<file path="src/rtl/rtc_pkg.sv">
package rtc_pkg;
  localparam logic [7:0] SEC_ADDR  = 8'h10;
  localparam logic [7:0] MIN_ADDR  = 8'h11;
  localparam logic [7:0] HOUR_ADDR = 8'h12;
  localparam logic [7:0] LEAP_SEC  = 8'h60;

  function automatic logic [7:0] bcd_inc(input logic [7:0] v);
    if (v[3:0] >= 4'h9) return {v[7:4] + 4'h1, 4'h0};
    return v + 8'h01;
  endfunction
endpackage

</file>
<file path="src/rtl/rtc_prescaler.sv">
module rtc_prescaler #(
  parameter int DIV_W = 15
) (
  input  logic clk_i,
  input  logic rst_ni,
  input  logic en_i,
  input  logic hold_i,
  input  logic clr_i,
  output logic tick_o
);
  logic [DIV_W-1:0] cnt_q;

  always_ff @(posedge clk_i or negedge rst_ni) begin
    if (!rst_ni)              cnt_q <= '0;
    else if (hold_i || clr_i) cnt_q <= '0;
    else if (en_i)            cnt_q <= cnt_q + 1'b1;
  end

  // last stage wraps: one pulse per 2^DIV_W enables
  assign tick_o = en_i && !hold_i && !clr_i && (&cnt_q);
endmodule

</file>
<file path="src/rtl/rtc_bcd_reg.sv">
module rtc_bcd_reg #(
  parameter logic [7:0] LIMIT = 8'h59,
  parameter logic [7:0] MASK  = 8'h7F,
  parameter bit         LEAP  = 1'b0
) (
  input  logic       clk_i,
  input  logic       rst_ni,
  input  logic       inc_i,
  input  logic       we_i,
  input  logic [7:0] wdata_i,
  output logic [7:0] val_o,
  output logic       carry_o
);
  import rtc_pkg::*;

  logic [7:0] val_q;
  logic       wrap;

  generate
    if (LEAP) begin : g_leap
      assign wrap = (val_q == LIMIT) || (val_q == LEAP_SEC);
    end else begin : g_plain
      assign wrap = (val_q == LIMIT);
    end
  endgenerate

  always_ff @(posedge clk_i or negedge rst_ni) begin
    if (!rst_ni)    val_q <= '0;
    else if (we_i)  val_q <= wdata_i & MASK;
    else if (inc_i) val_q <= wrap ? 8'h00 : bcd_inc(val_q);
  end

  assign val_o   = val_q;
  assign carry_o = inc_i && wrap;
endmodule

</file>
<file path="src/rtl/rtc_time_core.sv">
module rtc_time_core #(
  parameter int DIV_W  = 15,
  parameter int ADDR_W = 8
) (
  input  logic              clk_i,
  input  logic              rst_ni,
  input  logic              tick_32k_i,
  input  logic              stop_i,
  input  logic              acc_open_i,
  input  logic              wr_en_i,
  input  logic [ADDR_W-1:0] addr_i,
  input  logic [7:0]        wdata_i,
  output logic [7:0]        rdata_o,
  output logic              day_carry_o
);
  import rtc_pkg::*;

  localparam logic [ADDR_W-1:0] A_SEC  = ADDR_W'(SEC_ADDR);
  localparam logic [ADDR_W-1:0] A_MIN  = ADDR_W'(MIN_ADDR);
  localparam logic [ADDR_W-1:0] A_HOUR = ADDR_W'(HOUR_ADDR);

  logic sec_sel, min_sel, hour_sel;
  logic sec_wr, min_wr, hour_wr;
  logic tick_1hz, pend_q, sec_adv;
  logic sec_c, min_c, hour_c;
  logic [7:0] sec_q, min_q, hour_q;
  logic day_carry_q;

  assign sec_sel  = (addr_i == A_SEC);
  assign min_sel  = (addr_i == A_MIN);
  assign hour_sel = (addr_i == A_HOUR);
  assign sec_wr   = wr_en_i && sec_sel;
  assign min_wr   = wr_en_i && min_sel;
  assign hour_wr  = wr_en_i && hour_sel;

  rtc_prescaler #(.DIV_W(DIV_W)) u_div (
    .clk_i  (clk_i),
    .rst_ni (rst_ni),
    .en_i   (tick_32k_i),
    .hold_i (stop_i),
    .clr_i  (sec_wr),
    .tick_o (tick_1hz)
  );

  // one deferred step kept while the host window is open
  always_ff @(posedge clk_i or negedge rst_ni) begin
    if (!rst_ni)         pend_q <= 1'b0;
    else if (sec_wr)     pend_q <= 1'b0;
    else if (acc_open_i) pend_q <= pend_q | tick_1hz;
    else                 pend_q <= 1'b0;
  end

  assign sec_adv = !acc_open_i && (tick_1hz || pend_q);

  rtc_bcd_reg #(.LIMIT(8'h59), .MASK(8'h7F), .LEAP(1'b1)) u_sec (
    .clk_i(clk_i), .rst_ni(rst_ni), .inc_i(sec_adv), .we_i(sec_wr),
    .wdata_i(wdata_i), .val_o(sec_q), .carry_o(sec_c)
  );

  rtc_bcd_reg #(.LIMIT(8'h59), .MASK(8'h7F), .LEAP(1'b0)) u_min (
    .clk_i(clk_i), .rst_ni(rst_ni), .inc_i(sec_c), .we_i(min_wr),
    .wdata_i(wdata_i), .val_o(min_q), .carry_o(min_c)
  );

  rtc_bcd_reg #(.LIMIT(8'h23), .MASK(8'h3F), .LEAP(1'b0)) u_hour (
    .clk_i(clk_i), .rst_ni(rst_ni), .inc_i(min_c), .we_i(hour_wr),
    .wdata_i(wdata_i), .val_o(hour_q), .carry_o(hour_c)
  );

  always_ff @(posedge clk_i or negedge rst_ni) begin
    if (!rst_ni) day_carry_q <= 1'b0;
    else         day_carry_q <= hour_c;
  end

  assign day_carry_o = day_carry_q;

  always_comb begin
    rdata_o = 8'h00;
    if (sec_sel)       rdata_o = sec_q;
    else if (min_sel)  rdata_o = min_q;
    else if (hour_sel) rdata_o = hour_q;
  end
endmodule

</file>
<file path="config.mk">
export PLATFORM = sky130hd
export DESIGN_NAME = rtc_time_core
export DESIGN_NICKNAME = d
export VERILOG_FILES = /design/src/rtl/rtc_pkg.sv /design/src/rtl/rtc_prescaler.sv /design/src/rtl/rtc_bcd_reg.sv /design/src/rtl/rtc_time_core.sv
export SDC_FILE = /design/constraint.sdc
export NUM_CORES = 1
export LEC_CHECK = 0
export ABC_AREA = 1
export ABC_CLOCK_PERIOD_IN_PS = 2740
export BUFFER_PORTS_ARGS = -buffer_cell sky130_fd_sc_hd__buf_2
export CORE_ASPECT_RATIO = 0.5
export CORE_MARGIN = 2
export CORE_UTILIZATION = 25
export CTS_BUF_LIST = sky130_fd_sc_hd__clkbuf_4 sky130_fd_sc_hd__clkbuf_8
export CTS_CLUSTER_SIZE = 12
export DETAILED_ROUTE_END_ITERATION = 6
export GPL_TIMING_DRIVEN = 0
export PLACE_DENSITY_LB_ADDON = 0.2
export SETUP_SLACK_MARGIN = 0.02
export SYNTH_ARGS = -nofsm -noshare
export SYNTH_HDL_FRONTEND = slang
export SYNTH_SLANG_ARGS = --single-unit
</file>
<file path="constraint.sdc">
create_clock -name clk_i -period 2.74 [get_ports clk_i]
set_clock_uncertainty 0.1 [all_clocks]
set_input_delay 0.137 -clock clk_i [delete_from_list [all_inputs] [get_ports clk_i]]
set_output_delay 0.137 -clock clk_i [all_outputs]
set_load 0.01 [all_outputs]
</file>
==> summary.md <==
| Metric | Value |
|---|---|
| Status | `completed` |
| Overflow after GRT | `0` |
| Sink Count | `41` |
| Via density | `about 4.5` |
| Largest net degree at the start of global routing | `42` |
| Final Max Tran Viols | `0` |
| Post-DP HPWL | `roughly 6000 um` |
| Die W | `158 um` |
| CTS Hold Buffers Added | `3` |
| CP Data Arrival Time | `about 2.1 ns` |
| CP max stage delay | `just under 0.4 ns` |
| Via Count | `between 2000 and 3000` |
| Critical path's top delay family | `simple AND/OR/NAND/NOR gates` |
| Hold Path Class | `input port to flip-flop` |
| Area grow syn2layout | `15.8%` |
| # diodes | `0` |
| Critical path peak fanout | `10` |
| Vias in the first global route | `between 2000 and 3000` |
| Setup TNS | `0 ns` |
| Pleak | `about 1.6 nW` |
| Critical-path cell list | `ha_1 > nand2_1 > nor2_2 > nand2_2 > nor2_2 > nand3_2 > nand2_4 > nand4_4 > nand2_4 > nand2_1 > nand2_1` |
| Seq/Total Area, Yosys | `between 30% and 40%` |
| Layout cells sized above 1 | `15.4%` |
| TritonCTS clock tree | `done` |
| Worst vdd rail ir drop | `roughly 0.15 mV` |
| Port Buffer Count | `29` |
| Final hold viol count | `0` |
| Worst slew pin tran | `roughly 1 ns` |
| CTS Buffer Depth | `2` |
| Worst-skew pair later-pin latency | `0.31 ns` |
| I/O Pins | `31` |
| Max capacitance violation total | `0` |
| Setup WS post-layout | `0.780 ns` |
| Drt wl/cell | `approximately 13 um` |
| Final worst-path cycle share | `a little under three quarters` |
| Post-place setup slack | `approximately 0.76 ns` |
| Relative slew slack | `34.0%` |
| Post-CTS Setup Bufs | `0` |
| Final WL | `between 8000 and 9000 um` |
| Unrepaired setup endpoints after global routing | `no` |
| Share of flip-flops with an asynchronous set or reset | `between 90% and 100%` |
| Syn Area/Cell | `7.36 um2` |
| Critical-path top delay cell | `dfrtp_1` |
| Critical Path RT | `a little under 3 ns` |
| Rows | `28` |
| Remaining DRCs | `0` |
| Antenna-violating nets left | `0` |
| DRT iter0 DRCs | `171` |
| Worst Setup Path Type | `flip-flop to flip-flop` |
| H-tree depth | `2` |
| Layout Nets | `480` |
| Global-route usage over all layers | `13.6%` |
| Clk root buf | `clkbuf_8` |
| Yosys warnings | `0` |
| Commonest non-fill, non-tap cell in the layout | `nand2_1` |
| Mapped Cells | `between 400 and 500` |
| CP Launch Type | `flip-flop` |
| EDFF count, synth | `0` |
| Die area | `approximately 13000 um2` |
| RePlAce Congestion | `roughly 0.82` |
| Power, Total | `1.37 mW` |
| Clk slew on worst S/H paths | `0.10 ns` |
| Flop-to-flop setup slack | `between 0.7 and 0.8 ns` |
| Post-CTS Resized | `0` |
| Ys flop type | `dfrtp_1` |
| Core footprint | `~12000 um2` |
| Starting Density | `25.4%` |
| Most frequent cells in the layout | `nand2_1 (91), inv_1 (57), dfrtp_1 (41)` |
| Post-Syn Area | `slightly below 3000 um2` |
| First-pass GRT wire length | `between 10000 and 15000 um` |
| Distinct cell type count after synthesis | `33` |
| Num CTS Buffers | `5` |
| First-pass DRT Iterations | `4` |
| Fin crit period | `between 1.5 and 2 ns` |
| Power Density | `about 400 nW/um2` |
| Syn_nets | `441` |
| Final setup violation count | `0` |
| FF+latch count, synth | `41` |
| Antenna violations before repair | `0` |
| Most used cell, CP | `nand2_1` |
| Die Y | `80.9 um` |
| FMAX | `slightly above 500 MHz` |
| CP bufs+invs | `0` |
| Crit end category | `flip-flop` |
per-stage QoR:
stage	hold WS [ns]	cell area (um2)	cells	utilization, %
3_5_place_dp	0.280	3310	596	28.4
4_1_cts	0.00489	3430	607	29.4
3_3_place_gp	0.270	3310	596	28.4
2_1_floorplan	-0.259	2960	402	-
5_1_grt	0.0223	3430	607	29.4
6_report	0.0290	3430	607	29.4
layout make-up:
cell class	count	area, um2
Buffer	4	35.0
Clock buffer	5	68.8
Clock inverter	3	17.5
Fill cell	1274	8240
Inverter	65	244
Multi-Input combinational cell	292	1660
Sequential cell	41	1030
Tap cell	165	206
Timing Repair Buffer	32	175
flip-flops by register name, indices dropped and copies added (netlist names):
signal,cells
day_carry_o,1
pend_q,1
u_div.cnt_q,15
u_hour.val_o,8
u_min.val_o,8
u_sec.val_o,8
cells by family after synthesis:
logic type / share of synthesized area (%)
simple gates: 30.7
compound gates: 13.3
flops: 34.7
buf+inv: 9.42
xor+xnor: 4.73
fa+ha+maj: 7.18
synthesized netlist by cell type (2+ instances only):
cell type | n | area [um2]
xor2_1 | 14 | 123
inv_1 | 57 | 214
nand2_4 | 3 | 33.8
inv_2 | 6 | 22.5
o21ai_1 | 15 | 75.1
nand3_1 | 39 | 195
dfrtp_1 | 41 | 1030
o22ai_1 | 8 | 50.1
ha_1 | 17 | 213
nor3_1 | 7 | 35.0
nor2_4 | 2 | 22.5
nand2_2 | 6 | 37.5
xnor2_1 | 2 | 17.5
o21ai_2 | 2 | 17.5
a21oi_1 | 11 | 55.1
o21ai_0 | 22 | 110
nand2_1 | 91 | 342
nand3_4 | 2 | 35.0
nand4_1 | 6 | 37.5
clkinv_1 | 2 | 7.51
nor2_2 | 4 | 25.0
nor2_1 | 27 | 101
o221ai_1 | 8 | 70.1
report_power, final:
group	internal (mW)	switching, mW	total, mW
sequential	0.643	0.0457	0.689
clock	0.177	0.248	0.425
combinational	0.0981	0.154	0.252
per-layer routing:
layer | up-vias | GRT usage [%] | share of wire (%)
li1 | 1389 | - | -
met1 | 1290 | 18.1 | 51
met2 | 40 | 22.6 | 44
met3 | 15 | 2.93 | 3.3
met4 | 0 | 3.36 | 1.7
met5 | - | 0 | 0
path summary, 6_finish.rpt:
| check | cells after the start | endpoint | startpoint |
|---|---|---|---|
| worst min register to register | 1 | u_div.cnt_q[0] | u_div.cnt_q[0] |
| worst max-delay path | 11 | u_hour.val_o[1] | u_div.cnt_q[0] |
| worst min-delay path | 3 | u_div.cnt_q[12] | tick_32k_i |
| worst max register to register | 11 | u_hour.val_o[1] | u_div.cnt_q[0] |
| min in group asynchronous | 2 | u_div.cnt_q[10] | rst_ni |
| max in group asynchronous | 2 | u_sec.val_o[4] | rst_ni |
tightest hold or removal path, cell delays in order:
cell,delay (ns)
buf_2,0.11
nand2_1,0.08
a21oi_1,0.07
(Power assumes the default switching activity.)
